<file path="config.mk">
export PLATFORM = sky130hd
export DESIGN_NAME = chip_select_unit
export DESIGN_NICKNAME = d
export VERILOG_FILES = /design/src/rtl/bsu_pkg.sv /design/src/rtl/bsu_regs.sv /design/src/rtl/bsu_decode.sv /design/src/rtl/bsu_cycle.sv /design/src/rtl/chip_select_unit.sv
export SDC_FILE = /design/constraint.sdc
export NUM_CORES = 1
export LEC_CHECK = 0
export ABC_CLOCK_PERIOD_IN_PS = 3570
export BUFFER_PORTS_ARGS = -buffer_cell sky130_fd_sc_hd__buf_2
export CAP_MARGIN = 40
export CELL_PAD_IN_SITES_DETAIL_PLACEMENT = 0
export CELL_PAD_IN_SITES_GLOBAL_PLACEMENT = 1
export CORE_MARGIN = 1.5
export CORE_UTILIZATION = 35
export CTS_BUF_LIST = sky130_fd_sc_hd__clkbuf_16
export DETAILED_ROUTE_END_ITERATION = 8
export PLACE_DENSITY_LB_ADDON = 0.3
export SYNTH_ARGS = -nofsm -noshare
export SYNTH_HDL_FRONTEND = slang
export SYNTH_SLANG_ARGS = --single-unit
</file>
<file path="constraint.sdc">
create_clock -name clk -period 3.57 [get_ports clk]
set_input_delay 0.1785 -clock clk [delete_from_list [all_inputs] [get_ports clk]]
set_output_delay 0.1785 -clock clk [all_outputs]
set_load 0.03 [all_outputs]
</file>
<file path="src/rtl/bsu_pkg.sv">
package bsu_pkg;

  localparam int ADDR_W = 32;
  localparam int CMP_LO = 16;
  localparam int CMP_W  = ADDR_W - CMP_LO;
  localparam int WS_W   = 4;
  localparam int DATA_W = 32;

  // field codes on the register port
  localparam logic [1:0] FLD_BASE = 2'd0;
  localparam logic [1:0] FLD_MASK = 2'd1;
  localparam logic [1:0] FLD_CTRL = 2'd2;

  typedef struct packed {
    logic [CMP_W-1:0] base;
    logic [CMP_W-1:0] mask;
    logic             valid;
    logic             auto_ack;
    logic [WS_W-1:0]  ws;
  } sel_cfg_t;

  // compare only where the mask bit is clear
  function automatic logic range_hit(logic [CMP_W-1:0] a_hi,
                                     logic [CMP_W-1:0] base,
                                     logic [CMP_W-1:0] mask);
    return ((a_hi ^ base) & ~mask) == '0;
  endfunction

endpackage

</file>
<file path="src/rtl/bsu_regs.sv">
module bsu_regs
  import bsu_pkg::*;
#(
  parameter int NUM_SEL = 4,
  localparam int IDX_W = (NUM_SEL > 1) ? $clog2(NUM_SEL) : 1,
  localparam int RA_W  = IDX_W + 2
) (
  input  logic                     clk,
  input  logic                     rst_n,
  input  logic                     reg_we,
  input  logic [RA_W-1:0]          reg_addr,
  input  logic [DATA_W-1:0]        reg_wdata,
  output sel_cfg_t [NUM_SEL-1:0]   cfg,
  output logic                     global0
);

  logic [IDX_W-1:0] wr_idx;
  logic [1:0]       wr_fld;
  logic             mask0_wr;
  logic             unused_wdata;

  assign wr_idx       = reg_addr[RA_W-1:2];
  assign wr_fld       = reg_addr[1:0];
  assign mask0_wr     = reg_we && (wr_idx == '0) && (wr_fld == FLD_MASK);
  assign unused_wdata = ^reg_wdata[CMP_LO-1:WS_W+1];

  for (genvar i = 0; i < NUM_SEL; i++) begin : g_sel
    logic hit_me;
    assign hit_me = reg_we && (wr_idx == IDX_W'(i));

    always_ff @(posedge clk) begin
      if (!rst_n) begin
        cfg[i].base     <= '0;
        cfg[i].mask     <= '0;
        cfg[i].valid    <= 1'b0;
        cfg[i].auto_ack <= 1'b1;
        cfg[i].ws       <= '1;
      end else if (hit_me) begin
        case (wr_fld)
          FLD_BASE: cfg[i].base <= reg_wdata[DATA_W-1:CMP_LO];
          FLD_MASK: begin
            cfg[i].mask  <= reg_wdata[DATA_W-1:CMP_LO];
            cfg[i].valid <= reg_wdata[0];
          end
          FLD_CTRL: begin
            cfg[i].ws       <= reg_wdata[WS_W-1:0];
            cfg[i].auto_ack <= reg_wdata[WS_W];
          end
          default: ;
        endcase
      end
    end
  end

  // catch-all state of select zero, ended by its first mask write
  always_ff @(posedge clk) begin
    if (!rst_n)        global0 <= 1'b1;
    else if (mask0_wr) global0 <= 1'b0;
  end

  a_r2_global_ends_on_mask: assert property (@(posedge clk) disable iff (!rst_n)
    mask0_wr |=> !global0);
  a_r2_global_never_returns: assert property (@(posedge clk) disable iff (!rst_n)
    !global0 |=> !global0);
  a_r2_global_kept_otherwise: assert property (@(posedge clk) disable iff (!rst_n)
    (global0 && !mask0_wr) |=> global0);

endmodule

</file>
<file path="src/rtl/bsu_decode.sv">
module bsu_decode
  import bsu_pkg::*;
#(
  parameter int NUM_SEL = 4
) (
  input  logic [CMP_W-1:0]         addr_hi,
  input  sel_cfg_t [NUM_SEL-1:0]   cfg,
  input  logic                     global0,
  output logic [NUM_SEL-1:0]       raw_hit,
  output logic [NUM_SEL-1:0]       grant,
  output logic                     win_auto,
  output logic [WS_W-1:0]          win_ws
);

  for (genvar i = 0; i < NUM_SEL; i++) begin : g_match
    logic in_range;
    assign in_range = cfg[i].valid && range_hit(addr_hi, cfg[i].base, cfg[i].mask);
    if (i == 0) begin : g_zero
      assign raw_hit[i] = in_range || global0;
    end else begin : g_rest
      assign raw_hit[i] = in_range;
    end
  end

  // lowest-numbered hit wins
  always_comb begin
    logic taken;
    taken = 1'b0;
    grant = '0;
    for (int i = 0; i < NUM_SEL; i++) begin
      if (raw_hit[i] && !taken) begin
        grant[i] = 1'b1;
        taken    = 1'b1;
      end
    end
  end

  // timing of the winner; no winner means no internal acknowledge
  always_comb begin
    win_auto = 1'b0;
    win_ws   = '0;
    for (int i = 0; i < NUM_SEL; i++) begin
      if (grant[i]) begin
        win_auto = cfg[i].auto_ack;
        win_ws   = cfg[i].ws;
      end
    end
  end

endmodule

</file>
<file path="src/rtl/bsu_cycle.sv">
module bsu_cycle
  import bsu_pkg::*;
#(
  parameter int NUM_SEL      = 4,
  parameter int TIMEOUT_CLKS = 256,
  localparam int AGE_W = (TIMEOUT_CLKS > 16) ? $clog2(TIMEOUT_CLKS) : WS_W
) (
  input  logic                clk,
  input  logic                rst_n,
  input  logic                bus_start,
  input  logic                ext_ack,
  input  logic [NUM_SEL-1:0]  grant,
  input  logic                win_auto,
  input  logic [WS_W-1:0]     win_ws,
  output logic [NUM_SEL-1:0]  sel,
  output logic                ta,
  output logic                timeout
);

  logic               busy;
  logic               auto_q;
  logic [WS_W-1:0]    ws_q;
  logic [AGE_W-1:0]   age;

  // named events for the assertions
  logic cyc_open, ack_int, ack_ext, expire, cyc_close;

  function automatic logic wait_done(logic [AGE_W-1:0] cur, logic [WS_W-1:0] limit);
    return cur == AGE_W'(limit);
  endfunction

  function automatic logic age_limit(logic [AGE_W-1:0] cur);
    return cur == AGE_W'(TIMEOUT_CLKS - 1);
  endfunction

  assign cyc_open  = bus_start && !busy;
  assign ack_int   = busy && auto_q && wait_done(age, ws_q);
  assign ack_ext   = busy && !auto_q && ext_ack;
  assign ta        = ack_int || ack_ext;
  assign expire    = busy && !ta && age_limit(age);
  assign timeout   = expire;
  assign cyc_close = ta || expire;

  always_ff @(posedge clk) begin
    if (!rst_n) begin
      busy   <= 1'b0;
      sel    <= '0;
      auto_q <= 1'b0;
      ws_q   <= '0;
      age    <= '0;
    end else if (cyc_open) begin
      busy   <= 1'b1;
      sel    <= grant;
      auto_q <= win_auto;
      ws_q   <= win_ws;
      age    <= '0;
    end else if (busy) begin
      if (cyc_close) begin
        busy <= 1'b0;
        sel  <= '0;
        age  <= '0;
      end else begin
        age  <= age + AGE_W'(1);
      end
    end
  end

  a_r6_sel_onehot: assert property (@(posedge clk) disable iff (!rst_n)
    $onehot0(sel));
  a_r9_ack_single: assert property (@(posedge clk) disable iff (!rst_n)
    ta |=> !ta);
  a_r9_sel_drops: assert property (@(posedge clk) disable iff (!rst_n)
    ta |=> (sel == '0));
  a_r11_sel_held: assert property (@(posedge clk) disable iff (!rst_n)
    (busy && !cyc_close) |=> (busy && $stable(sel)));
  a_r10_no_internal_ack: assert property (@(posedge clk) disable iff (!rst_n)
    (busy && (sel == '0) && ta) |-> ext_ack);
  a_r10_timeout_excl: assert property (@(posedge clk) disable iff (!rst_n)
    timeout |-> (!ta && busy));
  a_r8_idle_quiet: assert property (@(posedge clk) disable iff (!rst_n)
    !busy |-> (!ta && !timeout && sel == '0));

endmodule

</file>
<file path="src/rtl/chip_select_unit.sv">
module chip_select_unit
  import bsu_pkg::*;
#(
  parameter int NUM_SEL      = 4,
  parameter int TIMEOUT_CLKS = 256,
  localparam int IDX_W = (NUM_SEL > 1) ? $clog2(NUM_SEL) : 1,
  localparam int RA_W  = IDX_W + 2
) (
  input  logic                clk,
  input  logic                rst_n,
  input  logic                reg_we,
  input  logic [RA_W-1:0]     reg_addr,
  input  logic [DATA_W-1:0]   reg_wdata,
  input  logic [ADDR_W-1:0]   bus_addr,
  input  logic                bus_start,
  input  logic                ext_ack,
  output logic [NUM_SEL-1:0]  sel,
  output logic                ta,
  output logic                timeout
);

  sel_cfg_t [NUM_SEL-1:0] cfg;
  logic                   global0;
  logic [NUM_SEL-1:0]     raw_hit;
  logic [NUM_SEL-1:0]     grant;
  logic                   win_auto;
  logic [WS_W-1:0]        win_ws;
  logic                   unused_addr_lo;

  assign unused_addr_lo = ^bus_addr[CMP_LO-1:0];

  bsu_regs #(.NUM_SEL(NUM_SEL)) u_regs (
    .clk       (clk),
    .rst_n     (rst_n),
    .reg_we    (reg_we),
    .reg_addr  (reg_addr),
    .reg_wdata (reg_wdata),
    .cfg       (cfg),
    .global0   (global0)
  );

  bsu_decode #(.NUM_SEL(NUM_SEL)) u_decode (
    .addr_hi  (bus_addr[ADDR_W-1:CMP_LO]),
    .cfg      (cfg),
    .global0  (global0),
    .raw_hit  (raw_hit),
    .grant    (grant),
    .win_auto (win_auto),
    .win_ws   (win_ws)
  );

  bsu_cycle #(.NUM_SEL(NUM_SEL), .TIMEOUT_CLKS(TIMEOUT_CLKS)) u_cycle (
    .clk       (clk),
    .rst_n     (rst_n),
    .bus_start (bus_start),
    .ext_ack   (ext_ack),
    .grant     (grant),
    .win_auto  (win_auto),
    .win_ws    (win_ws),
    .sel       (sel),
    .ta        (ta),
    .timeout   (timeout)
  );

  // the grant is a subset of the raw hits, at most one bit
  a_r6_grant_from_hits: assert property (@(posedge clk) disable iff (!rst_n)
    ((grant & ~raw_hit) == '0) && $onehot0(grant));
  // catch-all select zero wins any started cycle
  a_r2_global_grant: assert property (@(posedge clk) disable iff (!rst_n)
    (global0 && bus_start && sel == '0 && !ta && !timeout) |=> sel[0]);

endmodule

</file>
# == After elaboration in Yosys (flattened, before gate mapping) ==
# Index checks and enable logic that the tools add are counted.
# op_classes
add_sub_neg,1
n_eq_ne,7
mux,21
bitwise,13
n_reduce_logical,50
# ops
cell,n
$and 16x16->16,4
$logic_not 16->1,4
$not 16->16,4
$xor 16x16->16,4
$mux 4,7
$reduce_and 2->1,13
$logic_and 1x1->1,19
$mux 1,13
$add 8x1->8 const B,1
$eq 8x4->1,1
$eq 8x8->1 const B,1
$mux 8,1
$eq 2x2->1 const B,3
$logic_not 1->1,6
$eq 2x1->1 const B,2
$logic_not 2->1,2
$reduce_bool 2->1,2
$logic_or 1x1->1,3
$reduce_or 2->1,1
$not 1->1,1
# totals
regBits,171
inputBits,73

# == Longest topological paths before layout ==
# depth
word_depth,16
depth_mapped,9
mapped_depth_nobuf,8

# == Hierarchy ==
# A second synthesis with hierarchy kept.
# unflattened
hier_cells,807
area_unflattened_um2,7870.0
# modules_own_cells
mod,instances,cells_per_inst,area_per_inst_um2,seq_area_each_um2
bsu_regs,1,536,5669.2,3062.9
bsu_decode,1,167,1306.3,0.0
bsu_cycle,1,104,894.6,360.3

# == Worst setup path before layout ==
# No wires, ideal clock.
# synth_timing
path_kind,flip-flop to flip-flop
start,reg u_regs.cfg[71] (netlist name)
end,reg u_cycle.auto_q
arrival_ps,1839
t_required_ps,3496
path_slack_ps,1657
stages_incl_launch_ff,9
n_path_buf,1
cell_sequence,dfxtp_1 xnor2_2 o22ai_1 or4_4 nor4_4 buf_6 nand2_1 a31o_1 a31oi_1
# synth_between
elab_chain_cells,13
# synth_lines
item,line,text
$xor 16x16->16 *,bsu_pkg.sv:26,return ((a_hi ^ base) & ~mask) == '0;
$and 16x16->16 *,bsu_pkg.sv:26,
$logic_not 16->1 *,bsu_pkg.sv:26,
$logic_and 1x1->1 *,bsu_decode.sv:17,"assign in_range = cfg[i].valid && range_hit(addr_hi, cfg[i].base, cfg[i].mask);"
$logic_and 1x1->1 *,bsu_decode.sv:31,if (raw_hit[i] && !taken) begin
$mux 1,bsu_decode.sv:31,
$logic_not 1->1,bsu_decode.sv:31,
$logic_and 1x1->1,bsu_decode.sv:31,
$mux 1,bsu_decode.sv:31,
$logic_not 1->1,bsu_decode.sv:31,
$logic_and 1x1->1,bsu_decode.sv:31,
$mux 1,bsu_decode.sv:31,
$mux 1 *,bsu_decode.sv:43,if (grant[i]) begin
end signal: assignment,bsu_cycle.sv:54,auto_q <= win_auto;
end: declaration,bsu_cycle.sv:21,logic auto_q;
# Every way passes the cells marked *; elsewhere a longest branch is shown, timed or not.
# A chain may end at the register's enable or synchronous reset.

# == Final worst setup path ==
# layout_timing
start,reg u_regs.cfg[72] (netlist name)
end,reg u_cycle.auto_q
# layout_between
elab_chain_cells,13
# layout_lines
item,line
$xor 16x16->16 *,bsu_pkg.sv:26
$and 16x16->16 *,bsu_pkg.sv:26
$logic_not 16->1 *,bsu_pkg.sv:26
$logic_and 1x1->1 *,bsu_decode.sv:17
$logic_and 1x1->1 *,bsu_decode.sv:31
$mux 1,bsu_decode.sv:31
$logic_not 1->1,bsu_decode.sv:31
$logic_and 1x1->1,bsu_decode.sv:31
$mux 1,bsu_decode.sv:31
$logic_not 1->1,bsu_decode.sv:31
$logic_and 1x1->1,bsu_decode.sv:31
$mux 1,bsu_decode.sv:31
$mux 1 *,bsu_decode.sv:43
# Marks and branches as above.

==> metrics.md <==
| Metric | Value |
|---|---|
| Clock tree from TritonCTS | yes |
| Synthesized Nets | between 900 and 1k |
| Routed via count divided by cell count | 4.92 |
| Number of max-capacitance violations reported | 0 |
| Weighted congestion reported at the end of routability-driven placement | 0.749 |
| Row cnt | between 50 and 60 |
| IO Port Bufs | about 50 |
| Launch point of the worst path | u_regs.cfg[72] |
| Maximum ir drop on the vdd rail | 0.273 mV |
| #FFs+latches synth | 171 |
| Synthesized-area fraction occupied by adder cells | 0.163% |
| Number of sinks handled by clock tree synthesis | 171 |
| Insertion delay of the later-clocked pin in the worst-skew pair | around 0.43 ns |
| Count of buffering cells on the critical path with inverters included | 0 |
| Hold Startpoint | reg_wdata[1] |
| Layout-stage area growth over the synthesis result | 12.7% |
| Initial core utilization | 35.4% |
| Netlist area before placement | 7680 sq um |
| Minimum period implied by the final worst setup slack | roughly 2.5 ns |
| Floorplan core area | between 20000 and 25000 sq um |
| Synth Area in Compound Gates | 17.8% |
| Worst Hold Margin | 0.0324 ns |
| Multi-input combinational cell area | 3930 sq um |
| Combinational family with the most area after synthesis | simple AND/OR/NAND/NOR gates |
| Startpoint class of the critical path | flop |
| Post-Synth XOR/XNOR Area | between 8 and 9% |
| Sequential cell area in the final layout | 3420 sq um |
| Endpoints failing setup | 0 |
| Hold Violations, Final | 0 |
| Post-Route WL | 21400 um |
| Sum of net half-perimeters after detailed placement | 14100 um |
| Boundary pin count | 79 |
| First-pass GRT wire length | about 34000 um |
| Yosys synthesis warning count | 0 |
| Maximum cell stage delay along the critical path | 0.60 ns |
| Reg-to-Reg Start | u_regs.cfg[72] |
| PwrDens | 475 nW/um^2 |
| Data arrival at the endpoint of the critical path | 2.77 ns |
| Count of instances resized after the clock tree is built | 0 |
| Slew at the pin with the worst max-slew slack | 0.872 ns |
| RSZ-0062 raised after global routing | no |
| Horizontal die dimension | 151 um |
| Utilization after layout | 39.9% |
| Ratio of cells with drive above 1 in the final layout | 11.8% |
| Syn_area_per_cell | 8.31 sq um |
| Category of the critical setup timing path | reg -> reg |
| Kind of cell with the highest combined delay on the critical path | simple AND/OR/NAND/NOR gates |
| Antenna violations before repair | 0 |
| Vertical die dimension | 151 um |
| Top_reg_cell synth | dfxtp_1 |
| Wire length per cell after detailed routing | ~18 um |
| Highest Clock Rate | around 400 MHz |
| LEAKAGE | 0.00282 uW |
| Hold-fix buffers, CTS | 0 |
| GR Overflow Total | 0 |
| Number of flops mapped to enable cells by yosys | 0 |
| Number of design-rule violations left by the first detailed-router iteration | 338 |
| Crit-path slowest cell | or4_4 |
| Endpoint type of the worst setup path | flop |
| Maximum number of pins on one net before global-route repair | 84 |
| Hold crit path type | in -> reg |
| Clock Path Buffers | 2 |
| Final antenna diode count | 0 |
| TritonCTS Buffers | 17 |
| Async set-or-reset flop fraction in the synthesized netlist | 0% |
| Post-route antenna net violation count | 0 |
| Number of instances in the synthesized netlist | ~920 |
| Post-synthesis mux area share | under 10% |
| Number of pins exceeding their max-slew limit in the final report | 0 |
| CTS root buffer | clkbuf_16 |
| Fillcell total | 2224 |
| Largest fanout on the critical path | 13 |
| Sequential fraction of the synthesis area | between 40% and 50% |
| Share of the clock period used by the worst path after layout | 70.1% |
| Routed vias | 6005 |
| Clock slew at reported path FFs | 0.06 ns |
| Total routing resource utilization after global routing | between 10% and 20% |
| Fin Clk Skew | approximately 0.012 ns |
| Setup Buffers After CTS | 0 |
| Via count of the first global-routing pass | 5621 |
| First drt pass iteration count | 4 |
| Cells along the critical path | xnor2_2 -> o22ai_1 -> or4_4 -> nor4_4 -> nor4b_2 -> nand2_1 -> a31oi_1 |
| Slew margin rel. | a little over two fifths |
| Post-detailed-route DRC marker count | 0 |
| Total die area | 22800 sq um |
| CTS H-Tree Depth | 4 |
| Unique cell type count in the Yosys netlist | 44 |
| Total negative slack | 0 ns |
| Post-synthesis share of cell area spent on and, or, nand and nor gates | 21.2% |
| Result of the run | completed |
| Layout Nets | 1003 |
| Critical path required time | 3.84 ns |
## per-layer routing
metal	track usage [%]	wire length [um]	part of all wire (%)
met5	0	0	0
met4	5.49	337	1.6
met3	4.49	1150	5.4
met2	29.6	9180	43
met1	28.5	10800	50
## final cells by class
cell class	count	area share (%)
sequential	171	39.6
timing repair buffer	62	4.34
inverter	1	0.0434
tap	280	4.05
clock inverter	13	1.66
multi-input combinational	676	45.4
clock buffer	17	4.92
## worst reg2reg max path: stages, from the launching register on
cell and delay (ns):
dfxtp_1 0.33, xnor2_2 0.20, o22ai_1 0.17, or4_4 0.60, nor4_4 0.59, nor4b_2 0.24
nand2_1 0.13, a31oi_1 0.08
## registers in the layout, indices dropped and copies added, names as in the netlist
register	flops
u_cycle.ws_q	4
u_cycle.sel	4
u_cycle.busy	1
u_regs.cfg	152
u_cycle.age	8
u_regs.global0	1
u_cycle.auto_q	1
## metrics by stage
step	instances	total power, uW	instance area [sq um]	setup WS, ns
after floorplan	924	2210	7680	1.66
after global placement	1187	2310	8040	1.06
after detailed placement	1190	2310	8080	1.02
after CTS	1220	4150	8650	1.07
after global routing	1220	4260	8650	0.837
final	1220	4110	8650	1.07
## where the power goes
| part | total (uW) | internal [uW] | switching, uW |
|---|---|---|---|
| clock | 1840 | 1030 | 811 |
| combinational | 309 | 117 | 192 |
| sequential | 1960 | 1940 | 20.2 |
| total | 4110 | 3080 | 1020 |
## cell usage in the layout (no fill, tap or decap), types with 2 or more instances in the layout
cell,instances
a21boi_0,133
a21boi_1,3
a31o_1,5
a31oi_1,5
buf_2,50
buf_4,8
buf_8,3
bufinv_16,2
clkbuf_16,17
clkinv_2,2
clkinvlp_4,4
dfxtp_1,171
inv_6,4
mux2i_1,20
nand2_1,311
nand2b_1,4
nand3_1,12
nand3b_1,5
nand4_1,2
nor2_1,30
nor2b_1,3
nor3_1,3
nor3_2,2
nor3_4,2
nor4_1,3
nor4_4,2
o21ai_0,10
o22ai_1,27
or2_2,3
or3_1,2
or4_4,2
xnor2_1,63
xnor2_2,4
xor2_1,7
## cells in the mapped netlist (all sizes together) (4+ instances only)
cell type  count  area [sq um]
nand2        311          1170
dfxtp        171          3420
a21boi       136          1020
xnor2         67           617
clkbuf        60           243
nor2          30           113
o22ai         27           169
mux2i         20           200
buf           16           110
nand3         12          60.1
o21ai         10          50.1
nor3           7          35.0
xor2           7          61.3
a31oi          6          43.8
a31o           5          43.8
nand3b         5          37.5
nor4           5          61.3
nand2b         4          25.0
## cells by family after synthesis
family,Yosys count
DFF,171
and+or+nand+nor,391
buffers and inverters,77
muxes,21
AOI/OAI and AO/OA,189
xor gates and xnor gates,74
adders and majority gates,1
## final timing paths
path	to	slack [ns]	cells past startpoint
setup / recovery	u_cycle.auto_q	1.07	7
hold / removal	u_regs.cfg[39]	0.03	3
setup reg to reg	u_cycle.auto_q	1.07	7
hold reg to reg	u_regs.cfg[128]	0.46	2
(Power assumes the default switching activity.)
